==> src/rtl/scp_pkg.sv <==
package scp_pkg;

  // Frame field widths fixed by the serial format
  localparam int ADDR_W = 15;
  localparam int DATA_W = 8;

  // One write into the register bank
  typedef struct packed {
    logic              en;
    logic [ADDR_W-1:0] addr;
    logic [DATA_W-1:0] data;
  } wr_req_t;

endpackage

==> src/rtl/scp_sync.sv <==
module scp_sync #(
  parameter int WIDTH  = 4,
  parameter int STAGES = 2
) (
  input  logic             clk,
  input  logic             rst_n,
  input  logic [WIDTH-1:0] async_i,
  output logic [WIDTH-1:0] sync_o
);

  logic [STAGES-1:0][WIDTH-1:0] pipe;

  always_ff @(posedge clk or negedge rst_n) begin
    if (!rst_n) begin
      pipe <= '0;
    end else begin
      pipe[0] <= async_i;
      for (int s = 1; s < STAGES; s++) begin
        pipe[s] <= pipe[s-1];
      end
    end
  end

  assign sync_o = pipe[STAGES-1];

endmodule

==> src/rtl/scp_frame_engine.sv <==
module scp_frame_engine
  import scp_pkg::*;
#(
  parameter int NUM_REGS = 16
) (
  input  logic              clk,
  input  logic              rst_n,
  input  logic              en_i,
  input  logic              bit_rise,
  input  logic              bit_fall,
  input  logic              bit_val,
  input  logic              latch_rise,
  output wr_req_t           wr,
  output logic [ADDR_W-1:0] cur_addr,
  output logic              rb_load,
  output logic              rb_shift,
  output logic              rb_clear
);

  localparam int HDR_BITS = 1 + ADDR_W;
  localparam int CNT_W    = $clog2(HDR_BITS + 1);
  localparam int BIDX_W   = $clog2(DATA_W);

  logic [ADDR_W-1:0] hdr_sh;
  logic [CNT_W-1:0]  hdr_cnt;
  logic [ADDR_W-1:0] addr;
  logic [DATA_W-1:0] byte_sh;
  logic [BIDX_W-1:0] bidx;
  logic [DATA_W-1:0] pend;
  logic              pend_vld;
  logic              is_rd;

  logic              data_phase;
  logic              byte_done;
  logic [DATA_W-1:0] next_byte;
  logic [ADDR_W-1:0] dec_addr;

  assign data_phase = (hdr_cnt == CNT_W'(HDR_BITS));
  assign byte_done  = bit_rise && data_phase && (bidx == BIDX_W'(DATA_W - 1));
  assign next_byte  = {byte_sh[DATA_W-2:0], bit_val};
  assign dec_addr   = (addr == '0) ? ADDR_W'(NUM_REGS - 1) : addr - ADDR_W'(1);

  always_ff @(posedge clk or negedge rst_n) begin
    if (!rst_n) begin
      hdr_sh   <= '0;
      hdr_cnt  <= '0;
      addr     <= '0;
      byte_sh  <= '0;
      bidx     <= '0;
      pend     <= '0;
      pend_vld <= 1'b0;
      is_rd    <= 1'b0;
    end else if (!en_i || latch_rise) begin
      hdr_cnt  <= '0;
      bidx     <= '0;
      pend_vld <= 1'b0;
      is_rd    <= 1'b0;
    end else if (bit_rise) begin
      if (!data_phase) begin
        hdr_sh  <= {hdr_sh[ADDR_W-2:0], bit_val};
        hdr_cnt <= hdr_cnt + CNT_W'(1);
        if (hdr_cnt == CNT_W'(HDR_BITS - 1)) begin
          addr  <= {hdr_sh[ADDR_W-2:0], bit_val};
          is_rd <= hdr_sh[ADDR_W-1];
        end
      end else begin
        byte_sh <= next_byte;
        bidx    <= bidx + BIDX_W'(1);
        if (byte_done) begin
          if (is_rd) begin
            addr <= dec_addr;
          end else begin
            if (pend_vld) addr <= dec_addr;
            pend     <= next_byte;
            pend_vld <= 1'b1;
          end
        end
      end
    end
  end

  always_comb begin
    wr.en   = en_i && data_phase && !is_rd && pend_vld && (byte_done || latch_rise);
    wr.addr = addr;
    wr.data = pend;
  end

  assign cur_addr = addr;
  assign rb_load  = en_i && bit_fall && data_phase && is_rd && (bidx == '0);
  assign rb_shift = en_i && bit_fall && data_phase && is_rd && (bidx != '0);
  assign rb_clear = !en_i || latch_rise;

endmodule

==> src/rtl/scp_regbank.sv <==
module scp_regbank
  import scp_pkg::*;
#(
  parameter int NUM_REGS = 16
) (
  input  logic                       clk,
  input  logic                       rst_n,
  input  wr_req_t                    wr,
  input  logic [ADDR_W-1:0]          rd_addr,
  output logic [DATA_W-1:0]          rd_data,
  output logic [NUM_REGS*DATA_W-1:0] regs_flat
);

  logic [NUM_REGS-1:0][DATA_W-1:0] mem;

  always_ff @(posedge clk or negedge rst_n) begin
    if (!rst_n) begin
      mem <= '0;
    end else if (wr.en) begin
      for (int i = 0; i < NUM_REGS; i++) begin
        if (wr.addr == ADDR_W'(i)) mem[i] <= wr.data;
      end
    end
  end

  always_comb begin
    rd_data = '0;
    for (int i = 0; i < NUM_REGS; i++) begin
      if (rd_addr == ADDR_W'(i)) rd_data = mem[i];
    end
  end

  genvar g;
  generate
    for (g = 0; g < NUM_REGS; g++) begin : g_flat
      assign regs_flat[g*DATA_W +: DATA_W] = mem[g];
    end
  endgenerate

endmodule

==> src/rtl/scp_readback.sv <==
module scp_readback
  import scp_pkg::*;
(
  input  logic              clk,
  input  logic              rst_n,
  input  logic              clear,
  input  logic              load,
  input  logic              shift,
  input  logic [DATA_W-1:0] load_data,
  output logic              sdo
);

  logic [DATA_W-1:0] sh;
  logic              active;

  always_ff @(posedge clk or negedge rst_n) begin
    if (!rst_n) begin
      sh     <= '0;
      active <= 1'b0;
    end else if (clear) begin
      sh     <= '0;
      active <= 1'b0;
    end else if (load) begin
      sh     <= load_data;
      active <= 1'b1;
    end else if (shift) begin
      sh <= {sh[DATA_W-2:0], 1'b0};
    end
  end

  assign sdo = active && sh[DATA_W-1];

endmodule

==> src/rtl/serial_cfg_port.sv <==
module serial_cfg_port
  import scp_pkg::*;
#(
  parameter int NUM_REGS    = 16,
  parameter int SYNC_STAGES = 2
) (
  input  logic                       clk,
  input  logic                       rst_n,
  input  logic                       ce_n,
  input  logic                       sclk,
  input  logic                       sdi,
  input  logic                       sle,
  output logic                       sdo,
  output logic [NUM_REGS*DATA_W-1:0] regs_flat
);

  localparam int N_SYNC = 4;

  logic [N_SYNC-1:0] pins_sync;
  logic              sclk_q, sdi_q, sle_q, ce_q;
  logic              sclk_prev, sle_prev;
  logic              bit_rise, bit_fall, latch_rise;

  wr_req_t           wr_req;
  logic [ADDR_W-1:0] cur_addr;
  logic [DATA_W-1:0] rd_data;
  logic              rb_load, rb_shift, rb_clear;

  scp_sync #(.WIDTH(N_SYNC), .STAGES(SYNC_STAGES)) sync_i (
    .clk     (clk),
    .rst_n   (rst_n),
    .async_i ({~ce_n, sle, sdi, sclk}),
    .sync_o  (pins_sync)
  );

  assign {ce_q, sle_q, sdi_q, sclk_q} = pins_sync;

  always_ff @(posedge clk or negedge rst_n) begin
    if (!rst_n) begin
      sclk_prev <= 1'b0;
      sle_prev  <= 1'b0;
    end else begin
      sclk_prev <= sclk_q;
      sle_prev  <= sle_q;
    end
  end

  assign bit_rise   = sclk_q && !sclk_prev;
  assign bit_fall   = !sclk_q && sclk_prev;
  assign latch_rise = sle_q && !sle_prev;

  scp_frame_engine #(.NUM_REGS(NUM_REGS)) engine_i (
    .clk        (clk),
    .rst_n      (rst_n),
    .en_i       (ce_q),
    .bit_rise   (bit_rise),
    .bit_fall   (bit_fall),
    .bit_val    (sdi_q),
    .latch_rise (latch_rise),
    .wr         (wr_req),
    .cur_addr   (cur_addr),
    .rb_load    (rb_load),
    .rb_shift   (rb_shift),
    .rb_clear   (rb_clear)
  );

  scp_regbank #(.NUM_REGS(NUM_REGS)) bank_i (
    .clk       (clk),
    .rst_n     (rst_n),
    .wr        (wr_req),
    .rd_addr   (cur_addr),
    .rd_data   (rd_data),
    .regs_flat (regs_flat)
  );

  scp_readback rb_i (
    .clk       (clk),
    .rst_n     (rst_n),
    .clear     (rb_clear),
    .load      (rb_load),
    .shift     (rb_shift),
    .load_data (rd_data),
    .sdo       (sdo)
  );

endmodule

==> config.mk <==
export PLATFORM = sky130hd
export DESIGN_NAME = serial_cfg_port
export DESIGN_NICKNAME = d
export VERILOG_FILES = /design/src/rtl/scp_pkg.sv /design/src/rtl/scp_sync.sv /design/src/rtl/scp_frame_engine.sv /design/src/rtl/scp_regbank.sv /design/src/rtl/scp_readback.sv /design/src/rtl/serial_cfg_port.sv
export SDC_FILE = /design/constraint.sdc
export NUM_CORES = 1
export LEC_CHECK = 0
export ABC_AREA = 1
export BUFFER_PORTS_ARGS = -buffer_cell sky130_fd_sc_hd__buf_4
export CORE_MARGIN = 3
export CORE_UTILIZATION = 35
export CTS_BUF_LIST = sky130_fd_sc_hd__clkbuf_2 sky130_fd_sc_hd__clkbuf_4 sky130_fd_sc_hd__clkbuf_8
export CTS_CLUSTER_DIAMETER = 120
export DETAILED_ROUTE_END_ITERATION = 6
export PLACE_DENSITY = 0.56
export SYNTH_ARGS = -nofsm -noshare
export SYNTH_HDL_FRONTEND = slang
export SYNTH_SLANG_ARGS = --single-unit
export TNS_END_PERCENT = 100
==> constraint.sdc <==
create_clock -name clk -period 5.57 [get_ports clk]
set_clock_uncertainty 0.2 [all_clocks]
set_input_delay 1.114 -clock clk [delete_from_list [all_inputs] [get_ports clk]]
set_output_delay 1.114 -clock clk [all_outputs]
set_load 0.01 [all_outputs]
==> impl_metrics.xml <==
<?xml version="1.0" encoding="UTF-8"?>
<metrics>
  <group name="run_status">
    <metric name="run_status" unit="">finished clean</metric>
  </group>
  <group name="power_and_ir_drop">
    <metric name="power_frac_seq" unit="%">51.5</metric>
    <metric name="power.static_leakage" unit="nW">5.70</metric>
    <metric name="netSwitchingFraction" unit="%">22.4</metric>
    <metric name="ir_drop_worst_vdd" unit="V">0.000224</metric>
    <metric name="clock_power_share" unit="%">45.7</metric>
    <metric name="power_report.internal_total" unit="W">0.00227</metric>
    <metric name="power-per-cell-area" unit="nW/um^2">249</metric>
    <metric name="power.total" unit="W">0.00292</metric>
    <metric name="combPwrFrac" unit="%">2.8</metric>
    <metric name="net-switching-power" unit="W">0.000655</metric>
  </group>
  <group name="clock_network">
    <metric name="numCtsBuffers" unit="">37</metric>
    <metric name="cts.sinks" unit="">202</metric>
    <metric name="path_clk_slew" unit="ns">0.06</metric>
    <metric name="clock_insertion_delay_worst_skew" unit="ns">0.51</metric>
    <metric name="cts_hold_repair.buffers" unit="">0</metric>
    <metric name="cts_resized" unit="">0</metric>
    <metric name="clockBufferDepth" unit="">3</metric>
    <metric name="cts_post_setup_buffers_inserted" unit="">0</metric>
    <metric name="cts_max_level" unit="">2</metric>
    <metric name="tritoncts" unit="">built</metric>
    <metric name="cts_root_buf" unit="">sky130_fd_sc_hd__clkbuf_8</metric>
  </group>
  <group name="worst_setup_path">
    <metric name="slowest_cp_cell" unit="">sky130_fd_sc_hd__nor2_1</metric>
    <metric name="crit_type" unit="">reg2reg</metric>
    <metric name="cp_cell_sequence" unit="">nor2_1 &gt; nand2_1 &gt; nor2_8 &gt; nand2_2 &gt; nor2_1 &gt; inv_1 &gt; or2_0 &gt; nand2_1 &gt; nand2_1 &gt; nand2_1 &gt; nand2_1 &gt; nand2_1 &gt; nand2_1 &gt; nand2_1 &gt; nand2_1 &gt; nand2_1 &gt; nand2_1 &gt; nand2_1 &gt; nand2_1 &gt; nand2_1 &gt; nand2_1 &gt; nand2_1 &gt; nand2_1</metric>
    <metric name="worstRegToRegCells" unit="">23</metric>
    <metric name="worst_path_dominant_cell_family" unit="">simple AND/OR/NAND/NOR gates</metric>
    <metric name="critical_path_peak_fanout" unit="">19</metric>
    <metric name="critPathRequiredTime" unit="ns">5.77</metric>
    <metric name="cp_num_cells" unit="">23</metric>
    <metric name="timing.critical_path.from_type" unit="">flop</metric>
    <metric name="setup.worst_path.end_class" unit="">flop</metric>
    <metric name="slowest_delay" unit="ns">0.61</metric>
    <metric name="critical_path_buf_inv_count" unit="">1</metric>
    <metric name="critPathArrivalTime" unit="ns">3.65</metric>
    <metric name="path_common_cell" unit="">sky130_fd_sc_hd__nand2_1</metric>
  </group>
  <group name="final_layout">
    <metric name="commonest_non_fill_non_tap_cell_in_the_layout" unit="">sky130_fd_sc_hd__nand2_1</metric>
    <metric name="fillerInstances" unit="">2804</metric>
    <metric name="multi_input_comb_area" unit="sq um">4140</metric>
    <metric name="drive_above_1_share" unit="%">18.2</metric>
    <metric name="antenna_cells" unit="">0</metric>
    <metric name="fin_cells" unit="">1718</metric>
    <metric name="syn_to_final_growth" unit="%">20.5</metric>
    <metric name="net_count_reported_at_finish" unit="">1344</metric>
    <metric name="area_taken_by_flip_flops_and_latches" unit="sq um">5050</metric>
    <metric name="layout.cells.most_common_list" unit="">383 x sky130_fd_sc_hd__nand2_1, 202 x sky130_fd_sc_hd__dfrtp_1, 173 x sky130_fd_sc_hd__o21ai_0, 134 x sky130_fd_sc_hd__buf_4, 79 x sky130_fd_sc_hd__nor2_1</metric>
  </group>
  <group name="detailed_routing">
    <metric name="routed-via-count" unit="">8319</metric>
    <metric name="drcViolationCount" unit="">0</metric>
    <metric name="firstDrtPassIters" unit="">5</metric>
    <metric name="ant_nets" unit="">0</metric>
    <metric name="detail_route.wl_per_cell" unit="um">16.6</metric>
    <metric name="detailedRoute.firstIterationViolations" unit="">589</metric>
    <metric name="routed_wl" unit="mm">28.5</metric>
    <metric name="vias_per_cell" unit="">4.84</metric>
  </group>
  <group name="sta">
    <metric name="report.final.hold_viol_count" unit="">0</metric>
    <metric name="tightestPinTransition" unit="ns">1.04</metric>
    <metric name="setup_violation_total_in_the_final_timing_report" unit="">0</metric>
    <metric name="slew-limit-headroom" unit="%">30.9</metric>
    <metric name="accumulated_negative_setup_slack" unit="ns">0</metric>
    <metric name="rsz0062_at_grt" unit="">no</metric>
    <metric name="period_needed" unit="ns">3.45</metric>
    <metric name="fmax" unit="MHz">290</metric>
    <metric name="timing.final.crit_share" unit="%">61.9</metric>
    <metric name="drv_slew" unit="">0</metric>
  </group>
  <group name="floorplan">
    <metric name="die_area" unit="sq um">29800</metric>
    <metric name="die_w" unit="um">173</metric>
    <metric name="floorplan.initialDensity" unit="%">35.9</metric>
    <metric name="die_height" unit="um">173</metric>
    <metric name="top_level_ports" unit="">135</metric>
    <metric name="fp-row-count" unit="">60</metric>
    <metric name="floorplan_core_area" unit="sq um">27100</metric>
  </group>
  <group name="logic_synthesis">
    <metric name="synth_edf_count" unit="">0</metric>
    <metric name="synth_seq_area_share" unit="%">52.0</metric>
    <metric name="synthesis.area" unit="sq um">9720</metric>
    <metric name="async_reset_ff_share" unit="%">100</metric>
    <metric name="synth_cells" unit="">1195</metric>
    <metric name="syn_avg_cell_area" unit="sq um">8.14</metric>
    <metric name="mapped_nets" unit="">1212</metric>
    <metric name="postSynthRegisterBits" unit="">202</metric>
    <metric name="most_common_flop_cell_mapped_by_yosys" unit="">sky130_fd_sc_hd__dfrtp_1</metric>
    <metric name="yosys_warnings" unit="">0</metric>
    <metric name="synth_cell_types" unit="">44</metric>
  </group>
  <group name="global_routing">
    <metric name="grt_usage" unit="%">18.9</metric>
    <metric name="grt_overflow_total" unit="">0</metric>
    <metric name="grt_max_degree" unit="">125</metric>
    <metric name="via_count_of_the_first_global_routing_pass" unit="">8127</metric>
    <metric name="grt_antenna_before_repair" unit="">0</metric>
    <metric name="grt_pass1_wl" unit="mm">46.2</metric>
  </group>
  <group name="job">
    <metric name="max_cap_violations" unit="">0</metric>
  </group>
  <group name="placement">
    <metric name="place.gp.congestion" unit="">0.838</metric>
    <metric name="hpwl_detailed" unit="mm">19.4</metric>
    <metric name="dp_cells" unit="">1660</metric>
    <metric name="numPortBuffers" unit="">134</metric>
  </group>
  <group name="min_path">
    <metric name="worst_hold_path.num_cells" unit="">0</metric>
    <metric name="hold_class" unit="">reg2reg</metric>
  </group>
</metrics>
==> cell usage after synthesis (9+ instances only) <==
master	count	area, sq um
sky130_fd_sc_hd__nand2_1	383	1440
sky130_fd_sc_hd__dfrtp_1	202	5050
sky130_fd_sc_hd__o21ai_0	173	866
sky130_fd_sc_hd__nor2_1	79	297
sky130_fd_sc_hd__inv_1	72	270
sky130_fd_sc_hd__a21oi_1	45	225
sky130_fd_sc_hd__nand3_1	44	220
sky130_fd_sc_hd__clkbuf_1	35	131
sky130_fd_sc_hd__nor3_1	20	100
sky130_fd_sc_hd__ha_1	11	138
sky130_fd_sc_hd__nor2_4	11	124
sky130_fd_sc_hd__nand2_2	10	62.6
sky130_fd_sc_hd__o22ai_1	10	62.6
sky130_fd_sc_hd__inv_2	9	33.8
==> metrics by stage <==
step,worst slack [ns],area (sq um),util (%),hold slack [ns]
5_1_grt,1.73,11700,43.2,0.154
6_report,2.12,11700,43.2,0.146
4_1_cts,2.07,11700,43.2,0.148
3_5_place_dp,2.09,11000,40.7,0.135
3_3_place_gp,2.10,11000,40.7,0.134
2_1_floorplan,3.03,9720,-,0.131
==> area by class of cell <==
cell class	instances	area share, %
inverter	88	2.88
multi-input combinational	862	35.4
timing repair buffer	136	8.88
sequential	202	43.1
clock buffer	58	5.75
tap	372	3.97
==> worst paths after layout <==
| path | startpoint | endpoint | slack, ns |
|---|---|---|---|
| max | engine_i.cur_addr[10] | rb_i.sh[4] | 2.12 |
| min | sync_i.pipe[2] | sync_i.sync_o[2] | 0.15 |
| max reg2reg | engine_i.cur_addr[10] | rb_i.sh[4] | 2.12 |
| min reg2reg | sync_i.pipe[2] | sync_i.sync_o[2] | 0.15 |
| max in group asynchronous | rst_n | engine_i.byte_sh[3] | 3.58 |
| min in group asynchronous | rst_n | bank_i.regs_flat[67] | 0.59 |
==> power groups by stage <==
stage               clock network, W  registers [W]  logic (W)
floorplan                          0        0.00153  0.0000356
global placement                   0        0.00153  0.0000828
detailed placement                 0        0.00153  0.0000834
CTS                          0.00138        0.00150  0.0000842
global route                 0.00144        0.00151  0.0000934
finish                       0.00134        0.00150  0.0000816
==> worst reg2reg max path, stage by stage, from the launching register on <==
cell,delay [ns]
sky130_fd_sc_hd__dfrtp_1,0.41
sky130_fd_sc_hd__nor2_1,0.10
sky130_fd_sc_hd__nand2_1,0.17
sky130_fd_sc_hd__nor2_8,0.32
sky130_fd_sc_hd__nand2_2,0.23
sky130_fd_sc_hd__nor2_1,0.61
sky130_fd_sc_hd__inv_1,0.19
sky130_fd_sc_hd__or2_0,0.24
sky130_fd_sc_hd__nand2_1,0.06
sky130_fd_sc_hd__nand2_1,0.04
sky130_fd_sc_hd__nand2_1,0.06
sky130_fd_sc_hd__nand2_1,0.05
sky130_fd_sc_hd__nand2_1,0.06
sky130_fd_sc_hd__nand2_1,0.05
sky130_fd_sc_hd__nand2_1,0.07
sky130_fd_sc_hd__nand2_1,0.05
sky130_fd_sc_hd__nand2_1,0.06
sky130_fd_sc_hd__nand2_1,0.05
sky130_fd_sc_hd__nand2_1,0.06
sky130_fd_sc_hd__nand2_1,0.07
sky130_fd_sc_hd__nand2_1,0.06
sky130_fd_sc_hd__nand2_1,0.05
sky130_fd_sc_hd__nand2_1,0.05
sky130_fd_sc_hd__nand2_1,0.05
==> per-layer routing <==
layer	wire length, um	GRT usage, %
met2	13400	30.8
met5	0	0
met3	1180	3.27
met1	13500	26.5
met4	412	4.53
==> kinds of logic (layout without fill, tap and decap cells) <==
| kind of cell | after synthesis | after routing | synth area share, % |
|---|---|---|---|
| AND/OR/NAND/NOR | 579 | 579 | 26.0 |
| AO/OA/AOI/OAI | 262 | 262 | 14.3 |
| flip-flops | 202 | 202 | 52.0 |
| buffers and inverters | 131 | 282 | 5.38 |
| adder cells (fa/ha/maj) | 11 | 11 | 1.42 |
| XOR/XNOR | 10 | 10 | 0.901 |
==> registers in the layout, indices dropped and copies added, names as in the netlist <==
name,count
sle_prev,1
sync_i.sync_o,4
engine_i.pend,8
engine_i.pend_vld,1
engine_i.hdr_sh,15
engine_i.bidx,3
sync_i.pipe,4
sclk_prev,1
engine_i.cur_addr,15
rb_i.sh,8
bank_i.regs_flat,128
engine_i.byte_sh,7
engine_i.is_rd,1
engine_i.hdr_cnt,5
rb_i.active,1
No activity file was read; power rests on OpenSTA's default activity.
